File: config.mk
export PLATFORM = sky130hd
export DESIGN_NAME = prescaled_timer_core
export DESIGN_NICKNAME = d
export VERILOG_FILES = /design/src/rtl/timer_core_pkg.sv /design/src/rtl/tmr_prescaler.sv /design/src/rtl/tmr_counter.sv /design/src/rtl/tmr_rollover_flag.sv /design/src/rtl/prescaled_timer_core.sv
export SDC_FILE = /design/constraint.sdc
export NUM_CORES = 1
export LEC_CHECK = 0
export ABC_AREA = 1
export BUFFER_PORTS_ARGS = -buffer_cell sky130_fd_sc_hd__buf_2
export CORE_MARGIN = 5
export CORE_UTILIZATION = 60
export DETAILED_ROUTE_END_ITERATION = 8
export GPL_TIMING_DRIVEN = 0
export HOLD_SLACK_MARGIN = 0.08
export PLACE_DENSITY = 0.86
export RECOVER_POWER = 100
export REMOVE_ABC_BUFFERS = 1
export SLEW_MARGIN = 20
export SYNTH_ARGS = -nofsm -noshare
export SYNTH_HDL_FRONTEND = slang
export SYNTH_SLANG_ARGS = --single-unit
File: constraint.sdc
create_clock -name clk -period 3.55 [get_ports clk]
set_clock_uncertainty 0.05 [all_clocks]
set_input_delay 0.5325 -clock clk [delete_from_list [all_inputs] [get_ports clk]]
set_output_delay 0.5325 -clock clk [all_outputs]
set_load 0.05 [all_outputs]
File: src/rtl/timer_core_pkg.sv
// Package: shared widths and the mode type of the prescaled timer core.
// Assumes: consumers take widths from here as defaults only.
package timer_core_pkg;
    localparam int unsigned DEF_CNT_W = 32;
    localparam int unsigned DEF_PSC_W = 12;

    // Counting policy picked by the free-run input
    typedef enum logic {
        MODE_RESTART  = 1'b0,
        MODE_FREE_RUN = 1'b1
    } count_mode_e;
endpackage

File: src/rtl/tmr_prescaler.sv
// Module: tmr_prescaler
// Divides the tick-enable stream by psc_val+1 and issues one step per
// division period. Assumes psc_wr accompanies any change of psc_val.
// The divider restarts from zero on reset, soft reset, disable or write.
module tmr_prescaler #(
    parameter int unsigned PSC_W = timer_core_pkg::DEF_PSC_W
) (
    input  logic             clk,
    input  logic             rst_n,
    input  logic             soft_rst,
    input  logic             run,
    input  logic             tick_en,
    input  logic [PSC_W-1:0] psc_val,
    input  logic             psc_wr,
    output logic             step
);
    logic [PSC_W-1:0] div_q;
    logic             at_term;
    logic             hold_clear;

    // Terminal test; >= keeps the divider safe if the value shrinks
    assign at_term    = (div_q >= psc_val);
    assign hold_clear = soft_rst || !run || psc_wr;

    // One step per division period, suppressed while the divider is cleared
    assign step = tick_en && at_term && !hold_clear;

    // Divider count: clear on any restart condition, else advance per tick
    always_ff @(posedge clk) begin
        if (!rst_n || hold_clear) begin
            div_q <= '0;
        end else if (tick_en) begin
            div_q <= at_term ? '0 : div_q + 1'b1;
        end
    end


    step_needs_tick_chk: assert property (@(posedge clk) disable iff (!rst_n)
        step |-> (tick_en && run));


    wr_blocks_step_chk: assert property (@(posedge clk) disable iff (!rst_n)
        psc_wr |-> !step);


    div_clear_on_dis_chk: assert property (@(posedge clk) disable iff (!rst_n)
        !run |=> (div_q == '0));
endmodule

File: src/rtl/tmr_counter.sv
// Module: tmr_counter
// Up-counter advanced by prescaler steps. In restart mode a compare-1
// match pulse arms a restart, and the first step at or after it loads
// zero. Reports a one-cycle wrap when an increment leaves all-ones.
// Assumes step is only high while the timer runs.
module tmr_counter #(
    parameter int unsigned CNT_W = timer_core_pkg::DEF_CNT_W
) (
    input  logic                       clk,
    input  logic                       rst_n,
    input  logic                       soft_rst,
    input  logic                       run,
    input  logic                       clr_on_dis,
    input  timer_core_pkg::count_mode_e mode,
    input  logic                       step,
    input  logic                       restart_pulse,
    output logic [CNT_W-1:0]           count,
    output logic                       wrap
);
    import timer_core_pkg::*;

    logic [CNT_W-1:0] cnt_q;
    logic             pend_q;
    logic             restart_now;
    logic             at_max;

    assign at_max      = (cnt_q == {CNT_W{1'b1}});
    assign restart_now = (mode == MODE_RESTART) && (pend_q || restart_pulse);
    assign wrap        = step && at_max && !restart_now;
    assign count       = cnt_q;

    // Restart request held until the step that applies it
    always_ff @(posedge clk) begin
        if (!rst_n || soft_rst || !run || mode == MODE_FREE_RUN) begin
            pend_q <= 1'b0;
        end else if (step) begin
            pend_q <= 1'b0;
        end else if (restart_pulse) begin
            pend_q <= 1'b1;
        end
    end

    // Count register: reset, disable policy, restart or increment
    always_ff @(posedge clk) begin
        if (!rst_n || soft_rst) begin
            cnt_q <= '0;
        end else if (!run) begin
            if (clr_on_dis) begin
                cnt_q <= '0;
            end
        end else if (step) begin
            cnt_q <= restart_now ? '0 : cnt_q + 1'b1;
        end
    end


    hold_on_dis_chk: assert property (@(posedge clk) disable iff (!rst_n)
        (!run && !clr_on_dis && !soft_rst) |=> $stable(cnt_q));


    zero_on_dis_chk: assert property (@(posedge clk) disable iff (!rst_n)
        (!run && clr_on_dis) |=> (cnt_q == '0));


    soft_rst_cnt_chk: assert property (@(posedge clk) disable iff (!rst_n)
        soft_rst |=> (cnt_q == '0));


    free_wrap_chk: assert property (@(posedge clk) disable iff (!rst_n)
        (step && at_max && mode == MODE_FREE_RUN) |=> (cnt_q == '0));


    restart_same_cycle_chk: assert property (@(posedge clk) disable iff (!rst_n)
        (step && restart_pulse && mode == MODE_RESTART) |=> (cnt_q == '0));


    restart_not_wrap_chk: assert property (@(posedge clk) disable iff (!rst_n)
        (step && restart_pulse && mode == MODE_RESTART) |-> !wrap);
endmodule

File: src/rtl/tmr_rollover_flag.sv
// Module: tmr_rollover_flag
// Sticky rollover flag with write-one-to-clear and an interrupt gate.
// A set in the same cycle as a clear wins, so no wrap is lost.
// Assumes set_i is a one-cycle pulse.
module tmr_rollover_flag (
    input  logic clk,
    input  logic rst_n,
    input  logic soft_rst,
    input  logic set_i,
    input  logic clr_i,
    input  logic irq_en,
    output logic flag,
    output logic irq
);
    logic flag_q;

    // Flag register: set priority over the software clear
    always_ff @(posedge clk) begin
        if (!rst_n || soft_rst) begin
            flag_q <= 1'b0;
        end else if (set_i) begin
            flag_q <= 1'b1;
        end else if (clr_i) begin
            flag_q <= 1'b0;
        end
    end

    // Interrupt gate
    assign flag = flag_q;
    assign irq  = flag_q && irq_en;


    set_wins_chk: assert property (@(posedge clk) disable iff (!rst_n)
        (set_i && !soft_rst) |=> flag_q);


    sticky_chk: assert property (@(posedge clk) disable iff (!rst_n)
        (flag_q && !clr_i && !soft_rst) |=> flag_q);


    soft_rst_flag_chk: assert property (@(posedge clk) disable iff (!rst_n)
        soft_rst |=> !flag_q);
endmodule

File: src/rtl/prescaled_timer_core.sv
// Module: prescaled_timer_core (top)
// Ties the divider, the counter and the rollover flag together.
// Assumes control inputs are already decoded levels and the write
// strobes last one cycle.
module prescaled_timer_core #(
    parameter int unsigned CNT_W = timer_core_pkg::DEF_CNT_W,
    parameter int unsigned PSC_W = timer_core_pkg::DEF_PSC_W
) (
    input  logic             clk,
    input  logic             rst_n,
    input  logic             soft_rst,
    input  logic             tmr_en,
    input  logic             clr_on_dis,
    input  logic             free_run,
    input  logic             tick_en,
    input  logic [PSC_W-1:0] psc_val,
    input  logic             psc_wr,
    input  logic             cmp1_hit,
    input  logic             ovf_ie,
    input  logic             ovf_clr,
    output logic [CNT_W-1:0] count,
    output logic             ovf_flag,
    output logic             ovf_irq
);
    import timer_core_pkg::*;

    logic        step;
    logic        wrap;
    count_mode_e mode;

    // Mode decode from the free-run level
    assign mode = free_run ? MODE_FREE_RUN : MODE_RESTART;

    tmr_prescaler #(.PSC_W(PSC_W)) u_psc (
        .clk      (clk),
        .rst_n    (rst_n),
        .soft_rst (soft_rst),
        .run      (tmr_en),
        .tick_en  (tick_en),
        .psc_val  (psc_val),
        .psc_wr   (psc_wr),
        .step     (step)
    );

    tmr_counter #(.CNT_W(CNT_W)) u_cnt (
        .clk           (clk),
        .rst_n         (rst_n),
        .soft_rst      (soft_rst),
        .run           (tmr_en),
        .clr_on_dis    (clr_on_dis),
        .mode          (mode),
        .step          (step),
        .restart_pulse (cmp1_hit),
        .count         (count),
        .wrap          (wrap)
    );

    tmr_rollover_flag u_ovf (
        .clk      (clk),
        .rst_n    (rst_n),
        .soft_rst (soft_rst),
        .set_i    (wrap),
        .clr_i    (ovf_clr),
        .irq_en   (ovf_ie),
        .flag     (ovf_flag),
        .irq      (ovf_irq)
    );


    reset_state_chk: assert property (@(posedge clk)
        !rst_n |=> (count == '0 && !ovf_flag && !ovf_irq));


    no_tick_no_move_chk: assert property (@(posedge clk) disable iff (!rst_n)
        (!tick_en && tmr_en && !soft_rst) |=> $stable(count));
endmodule

==> summary.txt, run 1 <==
Placed design
  • DP Wirelength: ~6700 µm
  • Port bufs: between 50 and 60
  • Worst slack, placed: between 600 and 700 ps
  • GP Congestion: 0.996
  • Dpl cell area: approximately 0.0036 mm²

STA
  • Worst slew margin: about 18%
  • Final-report setup violation count: 0
  • Final Max Tran Viols: 0
  • Fin Setup TNS: 0 ps
  • Crit share post-route: between 80% and 90%
  • RSZ-0062 raised after global routing: false
  • Setup WS post-layout: about 640 ps
  • Final Hold Fails: 0
  • Max Freq: about 0.34 GHz
  • Final Critical Period: about 2900 ps
  • Actual slew at the worst max-slew pin: 1220 ps

Layout
  • P&R area growth vs syn: 9.54%
  • Final instance area: ~0.0037 mm²
  • Ant diodes: 0
  • Register area: about 920 µm²
  • Share of cells above drive strength 1: under 10%
  • Multi-input logic area: between 0.002 and 0.0025 mm²
  • Nets: 645
  • Filler cells: around 550

Yosys
  • Sequential fraction of the synthesis area: 27.4%
  • Cell with the most instances after synthesis: nand2_1
  • Post-synth top cells: 156 x nand2_1, 110 x nor2_1, 61 x nand3_1
  • Synthesis-stage register bit count: between 40 and 50
  • Cell taking the most area after synthesis: dfxtp_1
  • Yosys top cell area share: between 20% and 30%
  • Syn Std Cell Area: 0.00336 mm²
  • Cells after Synth: around 560
  • Asr flop ratio synth: 0%
  • Warnings from Yosys: 0
  • Yosys cell types: 31
  • EDFF count, synth: 0
  • Largest cells by area after synthesis: dfxtp_1 27%, nand2_1 17%, nor2_1 12%
  • Primary FF master, synth: dfxtp_1
  • Syn Area/Cell: between 5 and 6 µm²

Global routing
  • Vias in the first global route: roughly 3500
  • GRT Residual Overflow: 0
  • GRT Util Overall: 25.6%
  • Wire length of the first global-routing pass: around 15000 µm
  • Initial antenna violation count: 0
  • Largest net degree at the start of global routing: 37

Setup path
  • Reg2reg setup slack: 990 ps
  • Worst setup SP type: input pin
  • WS Path Type: input pin to flop
  • CP Capture Point: u_psc.div_q[1]
  • CP startpoint: soft_rst
  • Worst r2r src: u_psc.div_q[10]
  • Worst EP arrival: between 3000 and 4000 ps
  • RR Endpoint: u_cnt.count[29]
  • CP required: around 3700 ps
  • Kind of end point of the critical path: flop
  • CP max FO: 22
  • FF-to-FF path depth: 12

Floorplan
  • Rows: 27
  • Die ar.: between 0.007 and 0.008 mm²
  • I/O pin count: 57
  • Starting Density: 61.4%
  • Die width: ~85 µm
  • Die Ht: 84.8 µm
  • Core area: roughly 0.0055 mm²

Power and ir drop
  • Max VDD drop: around 0.00021 V
  • Pleak: about 1.5 nW
  • Power Density: 278 mW/mm²
  • Final total power: 1.02 mW

Clocking
  • Clock Pin Slew Worst Setup and Hold Paths: about 80 ps
  • Worst-Skew Late Latency: around 300 ps
  • Root Driver: clkbuf_8
  • Post-cts resize count: 0
  • CTS tree: yes
  • Hold buffer count at CTS: 0
  • Setup bufs post-CTS: 0
  • Num CTS Buffers: 5
  • H-tree depth reported by CTS: 2
  • Clock Sinks: 46
  • CTS Buffer Depth: 2

Job
  • Max-Cap Viols: 0

Routing
  • Vias: 3700
  • Residual DRC: 0
  • DRT Pass-1 Iters: 6
  • Wire per inst: 13.1 µm
  • DR iter-0 viols: between 200 and 300
  • Drt total wl: a little under 9000 µm
  • Vias/cell: ~5.4
  • Remaining antenna violation count: 0

Min path
  • HP Class: input pin to flop

Outcome
  • Outcome: finished, final reports clean
==> layer usage <==
metal	global-route usage, %	share of wire (%)	up-vias
met5	0	0	-
met2	42.4	45	171
met1	33.9	45	1641
met4	8.35	1.8	0
met3	4.27	8.4	16
li1	-	-	1872
==> layout make-up <==
type                       instances  share of cell area [%]
clock buffer                       7                    2.07
timing repair buffer              56                    6.46
inverter                          60                    6.12
clock inverter                     1                   0.816
tap                               72                    2.45
multi-input combinational        439                    57.0
sequential                        46                    25.0
==> critical path, cell delays in order <==
cell and delay, ps:
buf_2 110, nor2_1 910, inv_1 700, nor3_1 290, nand2_1 300, nor3_1 230
==> per-stage QoR <==
stage	cells	util [%]	hold WS, ps
final	681	67.2	418
after detailed placement	673	66.1	429
after global placement	673	66.0	414
after CTS	681	68.0	417
after global routing	681	67.2	434
after floorplan	545	-	419
==> registers in the layout, summed over array words and instances, names as in the netlist <==
signal and count:
u_cnt.count 32, u_cnt.pend_q 1, u_ovf.flag 1, u_psc.div_q 12
==> power by group <==
part / switching (mW) / internal (mW)
combinational: 0.0755 / 0.0285
clock: 0.179 / 0.211
sequential: 0.00681 / 0.520
total: 0.262 / 0.759
==> how the worst min path moves through the flow <==
| stage | slack, ps | cells after the start | endpoint | from |
|---|---|---|---|---|
| floorplan | 420 | 2 | u_psc.div_q[0] | u_psc.div_q[0] |
| global placement | 410 | 2 | u_ovf.flag | u_ovf.flag |
| detailed placement | 430 | 2 | u_ovf.flag | u_ovf.flag |
| CTS | 420 | 3 | u_cnt.pend_q | tmr_en |
| global route | 430 | 4 | u_ovf.flag | ovf_clr |
| finish | 420 | 3 | u_cnt.pend_q | tmr_en |
==> kinds of logic (layout without fill, tap and decap cells) <==
logic type	after synthesis	count (layout)	share of synthesized area, %
AO/OA/AOI/OAI	39	39	6.22
AND/OR/NAND/NOR	375	375	48.1
XOR/XNOR	11	11	2.87
adder cells (fa/ha/maj)	14	14	5.22
flip-flops	46	46	27.4
buffers and inverters	77	124	10.2
==> cell usage in the layout, fill, tap and decap left out, drive strengths merged, types with 4 or more instances in the layout <==
| cell | n |
|---|---|
| a21oi | 31 |
| buf | 22 |
| clkbuf | 41 |
| dfxtp | 46 |
| ha | 14 |
| inv | 59 |
| nand2 | 161 |
| nand3 | 63 |
| nand4 | 8 |
| nor2 | 119 |
| nor3 | 12 |
| o21bai | 4 |
| or2 | 4 |
| xor2 | 9 |
Power figures use the tool's default switching activity.
==> run 2: changes to the inputs <==
CORE_UTILIZATION = 57   (was 60)
PLACE_DENSITY = 0.83   (was 0.86)
clock period = 2.76 ns   (was 3.55 ns; I/O delays follow)
==> summary.txt, run 2 (same netlist as run 1, synthesis figures left out) <==
STA
  • Final Hold Fails: 0
  • Final-report setup violation count: 0
  • Final Critical Period: about 2600 ps
  • RSZ-0062 raised after global routing: false
  • Final Max Tran Viols: 0
  • Max Freq: between 0.3 and 0.4 GHz
  • Actual slew at the worst max-slew pin: slightly below 900 ps
  • Worst slew margin: a little over two fifths
  • Crit share post-route: 93.5%
  • Hold_ws: 310 ps

Clocking
  • H-tree depth reported by CTS: 2
  • Setup bufs post-CTS: 0
  • Hold buffer count at CTS: 0
  • CTS Buffer Depth: 2
  • CTS tree: yes
  • Clock Sinks: 46
  • Worst-Skew Late Latency: about 300 ps
  • Root Driver: clkbuf_8
  • Num CTS Buffers: 5
  • Post-cts resize count: 0
  • Clock Pin Slew Worst Setup and Hold Paths: ~90 ps

Layout
  • Commonest non-fill, non-tap cells in the layout: 155 x nand2_1, 109 x nor2_1, 61 x nand3_1
  • Commonest non-fill, non-tap cell in the layout: nand2_1
  • Max reg flops: 32
  • Ant diodes: 0
  • Nets: approximately 650
  • P&R area growth vs syn: 9.39%
  • Share of cells above drive strength 1: 8.70%
  • Finished Layout Cells: ~680

Placed design
  • GP Congestion: just over 0.9
  • DP Wirelength: roughly 6700 µm
  • Port bufs: 56
  • Placed cell count: roughly 680

Power and ir drop
  • Power Density: between 300 and 400 mW/mm²
  • Pleak: 1.45 nW
  • Max VDD drop: between 0.0002 and 0.0003 V

Floorplan
  • Die ar.: between 0.007 and 0.008 mm²
  • Core area: slightly below 0.006 mm²
  • I/O pin count: 57
  • Rows: 28
  • Starting Density: 57.7%
  • Die width: just under 90 µm
  • Die Ht: 86.8 µm

Routing
  • Residual DRC: 0
  • Wire per inst: 13.3 µm
  • Drt total wl: 9080 µm
  • Remaining antenna violation count: 0
  • Vias/cell: between 5 and 6
  • Vias: approximately 3700
  • DRT Pass-1 Iters: 5
  • DR iter-0 viols: around 260

Outcome
  • Outcome: finished, final reports clean

Min path
  • HP Class: input pin to flop

Setup path
  • CP max FO: 36
  • WS Path Type: flop to flop
  • Worst EP arrival: between 2000 and 3000 ps
  • Kind of end point of the critical path: flop
  • Worst setup SP type: flop
  • CP required: roughly 2900 ps

Global routing
  • Initial antenna violation count: 0
  • GRT Util Overall: approximately a quarter
  • Wire length of the first global-routing pass: between 15000 and 20000 µm
  • Vias in the first global route: between 3000 and 4000
  • Largest net degree at the start of global routing: 37
  • GRT Residual Overflow: 0

Job
  • Max-Cap Viols: 0
run 2: critical path: stages, from the launching register on:
cell     delay (ps)
dfxtp_1         360
ha_1            290
nand2_1          70
nor2_2          130
nand2_1          60
nor2_1          130
nand2_1          90
nand2_2          90
nand3_4         350
nand2_4         380
inv_1           260
nor2_1          150
nor2_1           60
run 2: path summary, 6_finish.rpt:
path / start / end / slack (ps) / cells past startpoint
max: u_psc.div_q[10] / u_cnt.count[2] / 180 / 12
min reg2reg: u_ovf.flag / u_ovf.flag / 450 / 2
min: ovf_clr / u_ovf.flag / 310 / 4
max reg2reg: u_psc.div_q[10] / u_cnt.count[2] / 180 / 12
run 2: layout make-up:
| cell class | instances | area (µm²) |
|---|---|---|
| clock buffers | 7 | 86.3 |
| clock inverters | 1 | 5.00 |
| fillers | 604 | 2140 |
| inverters | 60 | 225 |
| multi-input cells | 439 | 2110 |
| flip-flops and latches | 46 | 921 |
| well taps | 75 | 93.8 |
| repair buffers | 56 | 236 |
run 2: where the power goes:
group | leakage [nW] | internal, mW | total (mW) | switching, mW
combinational | 1.03 | 0.0369 | 0.136 | 0.0990
clock | 0.0482 | 0.203 | 0.436 | 0.233
sequential | 0.371 | 0.669 | 0.678 | 0.00896
run 2: per-stage QoR:
step / TNS (ps) / instance area (µm²) / utilization [%] / power [mW] / setup WS (ps)
4_1_cts: 0 / 3710 / 63.8 / 1.25 / 211
3_5_place_dp: -645 / 3620 / 62.3 / 0.828 / -70.2
3_3_place_gp: -10980 / 3620 / 62.2 / 0.823 / -464
6_report: 0 / 3670 / 63.2 / 1.25 / 178
5_1_grt: 0 / 3670 / 63.2 / 1.30 / 43.7
2_1_floorplan: 0 / 3240 / - / 0.779 / 513
run 2: layer usage:
layer	vias up	global-route usage, %	wire length, µm
li1	1874	-	-
met2	126	43.0	4170
met5	-	0	0
met4	0	6.80	110
met1	1675	32.6	4200
met3	15	3.71	598
==> run 3: changes to the inputs <==
SYNTH_HIERARCHICAL = 1   (was not set)
==> summary.txt, run 3 <==
Setup path
  • CP max FO: 27
  • Most frequent CP cell: nand2_1
  • CP required: between 2000 and 3000 ps
  • Critical-path top delay cell: dfxtp_1
  • Worst EP arrival: 2670 ps
  • Worst setup SP type: flop
  • WS Path Type: flop to flop
  • Slowest stage delay, CP: ~350 ps
  • CP cell instances: ha_1 -> nand2_1 -> nor2_2 -> nand2_1 -> nor2_1 -> nand2_1 -> nand2_1 -> nand2_1 -> nor2_2 -> nand2_1 -> nand2_2 -> inv_2 -> o21ai_0 -> nor3b_1
  • Reg2reg setup slack: roughly 250 ps
  • Kind of end point of the critical path: flop

Placed design
  • GP Congestion: 0.867
  • Worst slack, placed: -42.7 ps
  • Dpl cell area: 0.00357 mm²
  • DP Wirelength: slightly below 6000 µm
  • Port bufs: 56

STA
  • Final-report setup violation count: 0
  • Worst slew margin: between 50 and 60%
  • Fin Setup TNS: 0 ps
  • Setup WS post-layout: roughly 250 ps
  • Final Hold Fails: 0
  • Actual slew at the worst max-slew pin: around 650 ps
  • Max Freq: between 0.3 and 0.4 GHz
  • Final Max Tran Viols: 0
  • Crit share post-route: 90.8%
  • RSZ-0062 raised after global routing: false
  • Final Critical Period: around 2500 ps

Layout
  • Filler cells: about 540
  • Multi-input logic area: ~0.0020 mm²
  • Final instance area: between 0.003 and 0.004 mm²
  • Commonest non-fill, non-tap cells in the layout: 169 x nand2_1, 69 x inv_1, 48 x nor2_1
  • Ant diodes: 0
  • Register area: just over 900 µm²
  • Max reg flops: 32
  • P&R area growth vs syn: 11.0%
  • Nets: a little under 600
  • Commonest non-fill, non-tap cell in the layout: nand2_1
  • Share of cells above drive strength 1: ~16%

Min path
  • HP Class: input pin to flop

Global routing
  • GRT Util Overall: 21.9%
  • GRT Residual Overflow: 0
  • Largest net degree at the start of global routing: 28
  • Wire length of the first global-routing pass: about 13000 µm
  • Initial antenna violation count: 0
  • Vias in the first global route: approximately 3100

Routing
  • Wire per inst: around 12 µm
  • DRT Pass-1 Iters: 5
  • DR iter-0 viols: 262
  • Vias/cell: about 5.2
  • Residual DRC: 0
  • Drt total wl: between 7000 and 8000 µm
  • Remaining antenna violation count: 0
  • Vias: about 3300

Yosys
  • Largest cells by area after synthesis: dfxtp_1 28%, nand2_1 19%, inv_1 8.0%
  • Post-synth top cells: 167 x nand2_1, 69 x inv_1, 49 x nor2_1
  • Yosys cell types: 40
  • Cells after Synth: between 500 and 600
  • Syn Area/Cell: around 6.5 µm²
  • Primary FF master, synth: dfxtp_1
  • Cell taking the most area after synthesis: dfxtp_1
  • EDFF count, synth: 0
  • Sequential fraction of the synthesis area: between 20% and 30%
  • Synthesis-stage register bit count: between 40 and 50
  • Yosys top cell area share: between 20 and 30%
  • Warnings from Yosys: 6
  • Syn Std Cell Area: approximately 0.0032 mm²
  • Cell with the most instances after synthesis: nand2_1
  • Asr flop ratio synth: 0%

Job
  • Max-Cap Viols: 0

Outcome
  • Outcome: finished, final reports clean

Clocking
  • Clock Sinks: 46
  • Worst-Skew Late Latency: ~300 ps
  • Root Driver: clkbuf_8
  • Clock Pin Slew Worst Setup and Hold Paths: 80 ps
  • CTS Buffer Depth: 2
  • H-tree depth reported by CTS: 2
  • CTS tree: yes
  • Num CTS Buffers: 5
  • Setup bufs post-CTS: 0

Power and ir drop
  • Power Density: around 320 mW/mm²
  • Pleak: roughly 1.5 nW
  • Max VDD drop: 0.000178 V
  • Final total power: roughly 1.2 mW

Floorplan
  • Rows: 27
  • Starting Density: 58.9%
  • Die Ht: between 80 and 90 µm
  • Die width: approximately 85 µm
  • I/O pin count: between 50 and 60
  • Core area: approximately 0.0055 mm²
  • Die ar.: approximately 0.0073 mm²
[run 3: cell families after synthesis]
family	after synthesis	synth area share [%]
AND/OR/NAND/NOR	291	42.4
buffers and inverters	83	10.8
AO/OA/AOI/OAI	61	10.9
flip-flops	46	28.4
adder cells (fa/ha/maj)	14	5.40
XOR/XNOR	7	1.89
multiplexers	1	0.308
[run 3: critical path: cells and delay by family, from the launching register on]
family	cells	cell delay [ps]
adders and majority gates	1	280
DFF	1	350
and+or+nand+nor	11	1290
AOI/OAI and AO/OA	1	210
buffers and inverters	1	240
[run 3: power breakdown]
group / leakage, nW / switching [mW] / total, mW / internal (mW)
sequential: 0.370 / 0.000492 / 0.664 / 0.663
clock: 0.0482 / 0.226 / 0.429 / 0.202
combinational: 1.05 / 0.0450 / 0.0729 / 0.0279
[run 3: metal layers]
layer	global-route usage, %	vias to the layer above	routed length [µm]
met5	0	-	0
met2	37.9	93	3710
met4	6.04	0	95
met1	27.4	1486	3430
met3	4.47	9	455
li1	-	1677	-
[run 3: per-stage QoR]
step | utilization (%) | hold WS [ps] | std cells
4_1_cts | 66.5 | 307 | 632
3_3_place_gp | 64.5 | 412 | 623
5_1_grt | 65.4 | 315 | 632
2_1_floorplan | - | 448 | 495
3_5_place_dp | 64.8 | 423 | 624
6_report | 65.4 | 303 | 632
[run 3: final cells by class]
type | instances | share of cell area, %
Clock buffer | 7 | 2.40
Tap cell | 72 | 2.50
Multi-Input combinational cell | 374 | 54.4
Sequential cell | 46 | 25.6
Inverter | 75 | 7.95
Timing Repair Buffer | 57 | 7.02
Clock inverter | 1 | 0.139
[run 3: worst paths after layout]
| kind | start | endpoint | cells after the start |
|---|---|---|---|
| worst max-delay path | u_psc/div_q[10] | u_cnt/count[8] | 14 |
| worst min-delay path | rst_n | u_ovf/flag | 3 |
| worst max register to register | u_psc/div_q[10] | u_cnt/count[8] | 14 |
| worst min register to register | u_ovf/flag | u_ovf/flag | 2 |
[run 3: repair_timing]
item                       4_1_cts  5_1_grt
setup endpoints to repair        0        2
hold buffers                     0        0
gates resized for setup          0        1
